--- src/rtl/dma_cond_pkg.sv ---
package dma_cond_pkg;
   localparam int unsigned COND_N = 6;
   localparam int unsigned REG_W  = 8;

   typedef enum int unsigned {
      C_BLK  = 0,
      C_FRM  = 1,
      C_LST  = 2,
      C_SYNC = 3,
      C_WDRP = 4,
      C_RDRP = 5
   } cond_idx_e;

   // warning conditions: sync miss, write drop, read drop
   localparam logic [COND_N-1:0] WARN_MASK_DEF = 6'b111000;
   // only block done may interrupt out of reset
   localparam logic [COND_N-1:0] IE_RST_DEF    = 6'b000001;
endpackage

--- src/rtl/cond_flag_bank.sv ---
module cond_flag_bank #(
   parameter int unsigned N = 6,
   parameter logic [N-1:0] IE_RESET = '0
) (
   input  logic         clk,
   input  logic         rst_n,
   input  logic [N-1:0] set_i,
   input  logic [N-1:0] hwclr_i,
   input  logic         wr_en,
   input  logic         wr_addr,
   input  logic [N-1:0] wdata,
   output logic [N-1:0] flags_o,
   output logic [N-1:0] ie_o
);
   logic [N-1:0] flag_q;
   logic [N-1:0] flag_d;
   logic [N-1:0] ie_q;
   logic         wr_flag;
   logic         wr_ie;

   assign wr_flag = wr_en & ~wr_addr;
   assign wr_ie   = wr_en &  wr_addr;

   for (genvar gi = 0; gi < N; gi++) begin : g_cell
      logic sw_clr;
      logic hw_clr;
      assign sw_clr = wr_flag & ~wdata[gi];
      assign hw_clr = hwclr_i[gi] & ~ie_q[gi];
      // a set pulse beats both clear sources
      assign flag_d[gi] = set_i[gi] | (flag_q[gi] & ~sw_clr & ~hw_clr);
   end

   always_ff @(posedge clk) begin
      if (!rst_n) begin
         flag_q <= '0;
         ie_q   <= IE_RESET;
      end else begin
         flag_q <= flag_d;
         if (wr_ie) ie_q <= wdata;
      end
   end

   assign flags_o = flag_q;
   assign ie_o    = ie_q;
endmodule

--- src/rtl/cond_irq_combine.sv ---
module cond_irq_combine #(
   parameter int unsigned N = 6,
   parameter logic [N-1:0] WARN_MASK = '0
) (
   input  logic [N-1:0] flags,
   input  logic [N-1:0] ie,
   input  logic         tc_en,
   output logic         irq,
   output logic         pause
);
   logic [N-1:0] live;
   assign live  = flags & ie;
   assign irq   = tc_en & (|live);
   assign pause = |(live & WARN_MASK);
endmodule

--- src/rtl/irq_edge_pulse.sv ---
module irq_edge_pulse #(
   parameter bit REGISTERED = 1'b0
) (
   input  logic clk,
   input  logic rst_n,
   input  logic level,
   output logic pulse
);
   logic level_q;

   always_ff @(posedge clk) begin
      if (!rst_n) level_q <= 1'b0;
      else        level_q <= level;
   end

   if (REGISTERED) begin : g_reg
      logic pulse_q;
      always_ff @(posedge clk) begin
         if (!rst_n) pulse_q <= 1'b0;
         else        pulse_q <= level & ~level_q;
      end
      assign pulse = pulse_q;
   end else begin : g_comb
      assign pulse = level & ~level_q;
   end
endmodule

--- src/rtl/dma_cond_irq.sv ---
module dma_cond_irq
   import dma_cond_pkg::*;
#(
   parameter int unsigned NUM_COND = COND_N,
   parameter int unsigned DATA_W   = REG_W,
   parameter logic [NUM_COND-1:0] WARN_MASK = WARN_MASK_DEF,
   parameter logic [NUM_COND-1:0] IE_RESET  = IE_RST_DEF,
   parameter bit PULSE_REG = 1'b0
) (
   input  logic                clk,
   input  logic                rst_n,
   input  logic                tc_int_en,
   input  logic [NUM_COND-1:0] cond_set,
   input  logic [NUM_COND-1:0] cond_hw_clr,
   input  logic                reg_wr_en,
   input  logic                reg_addr,
   input  logic [DATA_W-1:0]   reg_wr_data,
   output logic [DATA_W-1:0]   reg_rd_data,
   output logic                chan_irq,
   output logic                pause_req,
   output logic                cpu_irq_pulse
);
   localparam int unsigned PAD_W = DATA_W - NUM_COND;

   if (NUM_COND == 0 || NUM_COND >= DATA_W) begin : g_bad_width
      $error("dma_cond_irq: NUM_COND must be nonzero and below DATA_W");
   end

   logic [NUM_COND-1:0] flag_q;
   logic [NUM_COND-1:0] ie_q;

   cond_flag_bank #(.N(NUM_COND), .IE_RESET(IE_RESET)) u_bank (
      .clk     (clk),
      .rst_n   (rst_n),
      .set_i   (cond_set),
      .hwclr_i (cond_hw_clr),
      .wr_en   (reg_wr_en),
      .wr_addr (reg_addr),
      .wdata   (reg_wr_data[NUM_COND-1:0]),
      .flags_o (flag_q),
      .ie_o    (ie_q)
   );

   cond_irq_combine #(.N(NUM_COND), .WARN_MASK(WARN_MASK)) u_comb (
      .flags (flag_q),
      .ie    (ie_q),
      .tc_en (tc_int_en),
      .irq   (chan_irq),
      .pause (pause_req)
   );

   irq_edge_pulse #(.REGISTERED(PULSE_REG)) u_edge (
      .clk   (clk),
      .rst_n (rst_n),
      .level (chan_irq),
      .pulse (cpu_irq_pulse)
   );

   logic spare_unused;
   assign spare_unused = ^reg_wr_data[DATA_W-1:NUM_COND];

   assign reg_rd_data = {{PAD_W{1'b0}}, (reg_addr ? ie_q : flag_q)};
endmodule

--- config.mk ---
export PLATFORM = sky130hd
export DESIGN_NAME = dma_cond_irq
export DESIGN_NICKNAME = d
export VERILOG_FILES = /design/src/rtl/dma_cond_pkg.sv /design/src/rtl/cond_flag_bank.sv /design/src/rtl/cond_irq_combine.sv /design/src/rtl/irq_edge_pulse.sv /design/src/rtl/dma_cond_irq.sv
export SDC_FILE = /design/constraint.sdc
export NUM_CORES = 1
export LEC_CHECK = 0
export CELL_PAD_IN_SITES_DETAIL_PLACEMENT = 0
export CELL_PAD_IN_SITES_GLOBAL_PLACEMENT = 1
export CORE_MARGIN = 2
export CORE_UTILIZATION = 44
export DETAILED_ROUTE_END_ITERATION = 16
export DONT_BUFFER_PORTS = 1
export PLACE_DENSITY_LB_ADDON = 0.25
export SKIP_CTS_REPAIR_TIMING = 1
export SKIP_LAST_GASP = 1
export SLEW_MARGIN = 25
export SYNTH_ARGS = -nofsm -noshare
export SYNTH_HDL_FRONTEND = slang
export SYNTH_SLANG_ARGS = --single-unit
--- constraint.sdc ---
create_clock -name clk -period 1.6 [get_ports clk]
set_input_delay 0.08 -clock clk [delete_from_list [all_inputs] [get_ports clk]]
set_output_delay 0.08 -clock clk [all_outputs]
set_load 0.005 [all_outputs]
==> flow_summary.toml, run 1 <==
[outcome]
outcome = "finished with violations"
violations = "negative hold slack"

[detailed_routing]
drcViolationCount = 0
wl_mm = 1.55
drt_iter0_markers = 18
vias = 594
ant_nets = 0
routed_via_density = 5.88
firstDrtPassIters = 4
wl_per_cell_microns = 15.3

[cells_and_area]
fill_cells = 120
drive_above_1_share = 0.186
layout.cells.non_filler = 101
area_growth_pct = 27.4
diodes = 0
nNetsFinal = 112
finalInstanceArea_sq_um = 837
final_util = 0.620

[floorplan]
die_w_microns = 42.6
core_sq_um = 1350
start_util = 0.487
rows = 13
die_area_sq_um = 1820
num_io_pins = 36
die_y_microns = 42.6

[clock_tree]
cts_buffer_depth = 2
root_buffer = "clkbuf_4"
clock_latency_ps = 270
ctsHtreeMaxLevel = 1
cts_made_buffers = 3
cts_tree = "done"
clock_sinks = 13
clkTransAtPathRegs_ps = 80

[timing]
final_max_slew_viol_count = 0
holdWs_ps = -30.8
setup_viol = 0
timing.fmax_mhz = 694
fin_tns_setup_ps = 0
finalCritPeriodShare = 0.901
skew_ps = 2.89
hold_violations = 2
rsz0062_at_grt = "no"
worst_slack_ps = 159
min_period_ps = 1440

[power]
power.total_mw = 0.661
power.density_nw_per_um2 = 790
p_leak_nw = 0.355
irDropWorstVdd_uv = 447

[placed_design]
place_hpwl_mm = 1.02
place_inst = 81
globalplace.congestion = 0.717
port_buffers = 0
postPlaceCellArea_sq_um = 651
dp_slack_ps = 393

[worst_setup_path]
critPathLaunchType = "register"
cp_max_fo = 3
cp-end-kind = "primary output"
crit_arrival_ps = 1360
cp_slowest_cell = "a222oi_1"
path_delay_family = "compound AO/OA/AOI/OAI gates"
cp_cell_sequence = "a222oi_1 -> nand2_1 -> and3b_1"
critical_path_buf_inv_count = 0
slowest_delay_ps = 410
worstSetupPathType = "register to primary output"
cp.required_ps = 1520

[logic_synthesis]
avgSynthCellArea_sq_um = 9.38
synth_compound_area_frac = 0.259
ys_warn_count = 0
ys_types = 17
synth_top_family_by_area = "compound AO/OA/AOI/OAI gates"
synthXorXnorAreaFrac = 0
ys_seq_area_frac = 0.396
synthMuxAreaShare = 0.103
synthCells = 70
synth_area_sq_um = 657
synthAdderAreaFrac = 0
ys_seq_elements = 13
synth-simple-area-share = 0.152

[global_routing]
grt_use_total = 0.156
grt_max_degree = 15
grt_pass1_wl_mm = 2.15
grt.overflow.total = 0
first_global_vias = 483
antenna_found_initial = 0

[job]
cap_violations = 0

[min_path]
hp-class = "input pin to register"
[synth_stat cells (all sizes together)]
library cell  instances  area, sq um
and3                  1         6.26
a21boi                5         37.5
clkbuf                1         3.75
a222oi                2         20.0
and3b                 1         8.76
nand3                 7         35.0
and2                  1         6.26
conb                  1         3.75
inv                   7         26.3
dfxtp                13          260
o21a                  6         45.0
o221a                 6         67.6
nand2b                1         13.8
buf                   4         25.0
nand2                 8         30.0
mux2                  6         67.6
[flip-flops by register name, summed over array words and instances, names as in the netlist]
signal          flops
u_bank.ie_o         6
u_bank.flags_o      6
u_edge.level_q      1
[logic make-up (layout without fill, tap and decap cells)]
family / Yosys count / after routing
AO/OA/AOI/OAI: 19 / 19
buffers and inverters: 12 / 27
flip-flops: 13 / 13
multiplexers: 6 / 6
other: 1 / 2
AND/OR/NAND/NOR: 19 / 19
[cell usage in the layout, fill, tap and decap left out]
cell / Yosys / final
nand2_1: 8 / 8
o221a_2: 6 / 6
clkbuf_4: 0 / 3
a21boi_0: 5 / 5
and3b_1: 1 / 1
mux2_2: 6 / 6
dfxtp_1: 13 / 13
and3_1: 1 / 1
a222oi_1: 2 / 2
and2_1: 1 / 1
nand3_1: 7 / 7
clkbuf_1: 1 / 1
conb_1: 1 / 2
o21a_1: 6 / 6
inv_1: 7 / 7
dlygate4sd3_1: 0 / 16
nand2b_4: 1 / 1
[per-layer routing]
layer / vias up / routed length (microns) / global-route usage / part of all wire
li1: 285 / - / - / -
met1: 284 / 689 / 0.222 / 0.44
met2: 23 / 742 / 0.218 / 0.48
met3: 2 / 100 / 0.0474 / 0.065
met4: 0 / 17 / 0.0563 / 0.011
met5: - / 0 / 0 / 0
[path summary, 6_finish.rpt]
| check | end | cells past startpoint | slack (ps) | start |
|---|---|---|---|---|
| worst max-delay path | cpu_irq_pulse | 3 | 160 | u_bank.flags_o[5]$_SDFF_PN0_ |
| worst min-delay path | u_bank.ie_o[2]$_SDFFE_PN0P_ | 2 | -30 | reg_wr_data[2] |
| worst max register to register | u_edge.level_q$_SDFF_PN0_ | 3 | 410 | u_bank.flags_o[5]$_SDFF_PN0_ |
| worst min register to register | u_bank.ie_o[5]$_SDFFE_PN0P_ | 2 | 510 | u_bank.ie_o[5]$_SDFFE_PN0P_ |
[report_power, final]
group / internal (mW) / switching [mW] / total [mW]
Combinational: 0.0671 / 0.0381 / 0.105
Clock: 0.0964 / 0.102 / 0.198
Sequential: 0.343 / 0.0152 / 0.358
[final cells by class]
cell class	instances	area [sq um]	share of cell area
clock buffers	4	26.3	0.0314
inverters	7	26.3	0.0314
multi-input cells	46	345	0.413
flip-flops and latches	13	260	0.311
well taps	15	18.8	0.0224
repair buffers	16	160	0.191
Note: power is estimated with default switching activity, not from simulation.
==> run 2, diff against run 1 <==
Settings changed: GPL_TIMING_DRIVEN from default to 0, RECOVER_POWER from default to 50.
==> flow_summary.toml, run 2 (synthesis results as in run 1) <==
[outcome]
outcome = "finished clean"

[clock_tree]
root_buffer = "clkbuf_4"
clock_latency_ps = 280
clkTransAtPathRegs_ps = 80
ctsHtreeMaxLevel = 1
cts_buffer_depth = 2
cts_tree = "done"
cts_made_buffers = 3
clock_sinks = 13

[timing]
final_max_slew_viol_count = 0
finalCritPeriodShare = 0.904
fin_tns_setup_ps = 0
timing.fmax_mhz = 692
min_period_ps = 1450
skew_ps = 0.297
holdWs_ps = 74.8
rsz0062_at_grt = "no"
setup_viol = 0
hold_violations = 0

[min_path]
hp-class = "input pin to register"

[floorplan]
core_sq_um = 1350
die_y_microns = 42.6
rows = 13
start_util = 0.487
die_w_microns = 42.6
die_area_sq_um = 1820
num_io_pins = 36

[worst_setup_path]
critPathLaunchType = "register"
cp_max_fo = 3
path_delay_family = "compound AO/OA/AOI/OAI gates"
crit_arrival_ps = 1370
cp.required_ps = 1520
cp-end-kind = "primary output"
slowest_delay_ps = 410
worstSetupPathType = "register to primary output"
critical_path_buf_inv_count = 0
cp_cell_sequence = "a222oi_1 -> nand2_1 -> and3b_1"
cp_slowest_cell = "a222oi_1"

[cells_and_area]
area_growth_pct = 28.8
mostFrequentLayoutCell = "dlygate4sd3_1"
drive_above_1_share = 0.225
nNetsFinal = 115
diodes = 0
final_cell_mix = "dlygate4sd3_1 (14), dfxtp_1 (13), nand2_1 (8)"

[placed_design]
place_hpwl_mm = 1.04
port_buffers = 0
globalplace.congestion = 0.716

[global_routing]
antenna_found_initial = 0
grt_use_total = 0.169
grt.overflow.total = 0
grt_pass1_wl_mm = 2.35
grt_max_degree = 11
first_global_vias = 521

[power]
switching_power_mw = 0.177
p_comb_frac = 0.169
power.density_nw_per_um2 = 811
p_leak_nw = 0.377
irDropWorstVdd_uv = 420
seq_power_share = 0.521
p_int_mw = 0.509
p_sw_frac = 0.259
pwr-share-clk = 0.309

[detailed_routing]
drcViolationCount = 0
routed_via_density = 5.68
firstDrtPassIters = 4
ant_nets = 0
wl_mm = 1.56
wl_per_cell_microns = 15.0
drt_iter0_markers = 16
vias = 591

[job]
cap_violations = 0
==> run 2: changes by cell type in the layout (fill, tap and decap cells not counted), sizes merged <==
cell and change:
clkbuf +1, buf +4, dlygate4sd3 -2
==> run 2: path summary, 6_finish.rpt <==
kind / from / to / slack [ps] / depth (start not counted)
hold reg to reg: u_bank.ie_o[0]$_SDFFE_PN1P_ / u_bank.ie_o[0]$_SDFFE_PN1P_ / 510 / 2
hold / removal: reg_wr_data[3] / u_bank.flags_o[3]$_SDFF_PN0_ / 70 / 2
setup / recovery: u_bank.flags_o[5]$_SDFF_PN0_ / cpu_irq_pulse / 150 / 3
setup reg to reg: u_bank.ie_o[5]$_SDFFE_PN0P_ / u_bank.ie_o[5]$_SDFFE_PN0P_ / 370 / 3
==> run 2: cell type report <==
cell class	instances	area [sq um]
clock buffers	4	26.3
multi-input cells	46	345
repair buffers	14	140
inverters	7	26.3
plain buffers	5	28.8
fillers	126	504
well taps	15	18.8
flip-flops and latches	13	260
==> run 2: metrics by stage <==
stage	instance area [sq um]	instances	total power, mW	setup WS [ps]	utilization
finish	846	104	0.686	154	0.627
global route	846	104	0.714	79.6	0.627
CTS	706	90	0.656	129	0.523
detailed placement	679	86	0.453	394	0.503
global placement	679	86	0.453	432	0.503
floorplan	661	71	0.436	544	-
==> run 2: routing by layer <==
metal / up-vias / global-route usage / wire length, microns
met5: - / 0 / 0
met4: 0 / 0.0750 / 29
met3: 4 / 0.0474 / 105
met2: 23 / 0.258 / 726
met1: 276 / 0.220 / 693
li1: 288 / - / -
==> run 2: power by group through the flow <==
| stage | sequential [mW] | clock (mW) | combinational [mW] |
|---|---|---|---|
| 5_1_grt | 0.361 | 0.225 | 0.128 |
| 4_1_cts | 0.358 | 0.210 | 0.0891 |
| 3_3_place_gp | 0.365 | 0 | 0.0876 |
| 6_report | 0.358 | 0.212 | 0.116 |
| 3_5_place_dp | 0.365 | 0 | 0.0883 |
| 2_1_floorplan | 0.361 | 0 | 0.0757 |
==> run 3, diff against run 2 <==
Settings changed: CAP_MARGIN from default to 0, CORE_UTILIZATION 44 to 37.
Clock period 1.6 ns to 1.3 ns, I/O delays scaled along.
==> flow_summary.toml, run 3 (synthesis results as in run 1) <==
[power]
power.density_nw_per_um2 = 968
irDropWorstVdd_uv = 463
p_leak_nw = 0.381

[cells_and_area]
regArea_sq_um = 262
multi_input_area_sq_um = 345
nNetsFinal = 116
area_growth_pct = 30.5
mostFrequentLayoutCell = "dlygate4sd3_1"
final_cell_mix = "dlygate4sd3_1 (14), dfxtp_1 (12), nand2_1 (8)"
diodes = 0
final_util = 0.507
drive_above_1_share = 0.244
fill_cells = 181

[detailed_routing]
wl_per_cell_microns = 14.5
wl_met3_microns = 84
wl_met1_microns = 722
met2_wirelength_microns = 727
wl_mm = 1.55
drcViolationCount = 0
firstDrtPassIters = 4
vias = 583
routed_via_density = 5.45
ant_nets = 0
highest_layer = "met4"
drt_iter0_markers = 9

[global_routing]
grt_max_degree = 11
first_global_vias = 462
grt_pass1_wl_mm = 2.15
antenna_found_initial = 0
grt_use_total = 0.146
grt.overflow.total = 0

[timing]
final_max_slew_viol_count = 0
min_period_ps = 1390
timing.fmax_mhz = 721
skew_ps = 1.88
rsz0062_at_grt = "yes"
hold_violations = 0
worst_slack_ps = -87.3
setup_viol = 2
finalCritPeriodShare = 1.07

[floorplan]
rows = 15
die_w_microns = 46.1
die_area_sq_um = 2130
start_util = 0.389
core_sq_um = 1690
die_y_microns = 46.1
num_io_pins = 36

[clock_tree]
cts_made_buffers = 3
cts_tree = "done"
clkTransAtPathRegs_ps = 80
clock_latency_ps = 270
clock_sinks = 13
cts_buffer_depth = 2
ctsHtreeMaxLevel = 1
root_buffer = "clkbuf_4"

[worst_setup_path]
slowest_delay_ps = 390
cp-end-kind = "primary output"
crit_arrival_ps = 1320
worstSetupPathType = "register to primary output"
cp_cell_sequence = "a222oi_1 -> nand2_1 -> and3b_1"
cp.required_ps = 1240
critPathLaunchType = "register"
cp_slowest_cell = "a222oi_1"
cp_max_fo = 4
r2r_cells = 3

[min_path]
hp-class = "input pin to register"
whs_path_depth = 2

[job]
cap_violations = 0

[placed_design]
dp_slack_ps = 142
port_buffers = 0
place_hpwl_mm = 1.07
globalplace.congestion = 0.676

[outcome]
violations = "negative setup slack"
outcome = "finished with violations"
## run 3: cell types whose count changed in the layout (fill, tap and decap cells not counted), sizes merged
| cell | previous run | this run |
|---|---|---|
| buf | 4 | 5 |
## run 3: layout make-up
cell class,count,area share
plain buffers,5,0.0336
clock buffers,4,0.0307
inverters,7,0.0307
multi-input cells,46,0.403
flip-flops and latches,13,0.305
well taps,17,0.0248
repair buffers,15,0.172
## run 3: critical path, delay by kind of cell (launching register included)
kind | cells | cell delay [ps]
compound gates | 1 | 390
flops | 1 | 340
simple gates | 2 | 330
## run 3: worst paths after layout
| path | start | end | slack (ps) |
|---|---|---|---|
| worst min-delay path | reg_wr_data[4] | u_bank.flags_o[4]$_SDFF_PN0_ | 70 |
| worst max register to register | u_bank.ie_o[5]$_SDFFE_PN0P_ | u_bank.ie_o[5]$_SDFFE_PN0P_ | 140 |
| worst max-delay path | u_bank.ie_o[5]$_SDFFE_PN0P_ | cpu_irq_pulse | -90 |
| worst min register to register | u_bank.ie_o[0]$_SDFFE_PN1P_ | u_bank.ie_o[0]$_SDFFE_PN1P_ | 510 |
## run 3: power by group
part / switching, mW / internal (mW) / leakage (nW)
sequential: 0.0192 / 0.422 / 0.108
clock: 0.124 / 0.119 / 0.0150
combinational: 0.0584 / 0.0874 / 0.258
## run 3: routing by layer
| metal | track usage | vias to the layer above |
|---|---|---|
| met1 | 0.201 | 274 |
| met4 | 0.0857 | 0 |
| met3 | 0.0431 | 2 |
| met2 | 0.200 | 17 |
| met5 | 0 | - |
| li1 | - | 290 |
## run 3: through the flow
step | cell area, sq um | instances | hold slack, ps | total power [mW] | setup TNS, ps
after floorplan | 661 | 71 | 189 | 0.537 | 0
after global placement | 682 | 88 | 190 | 0.559 | 0
after detailed placement | 682 | 88 | 193 | 0.560 | 0
after CTS | 708 | 92 | -97.1 | 0.814 | -238
after global routing | 857 | 107 | 53.3 | 0.882 | -432
final | 857 | 107 | 73.2 | 0.830 | -164
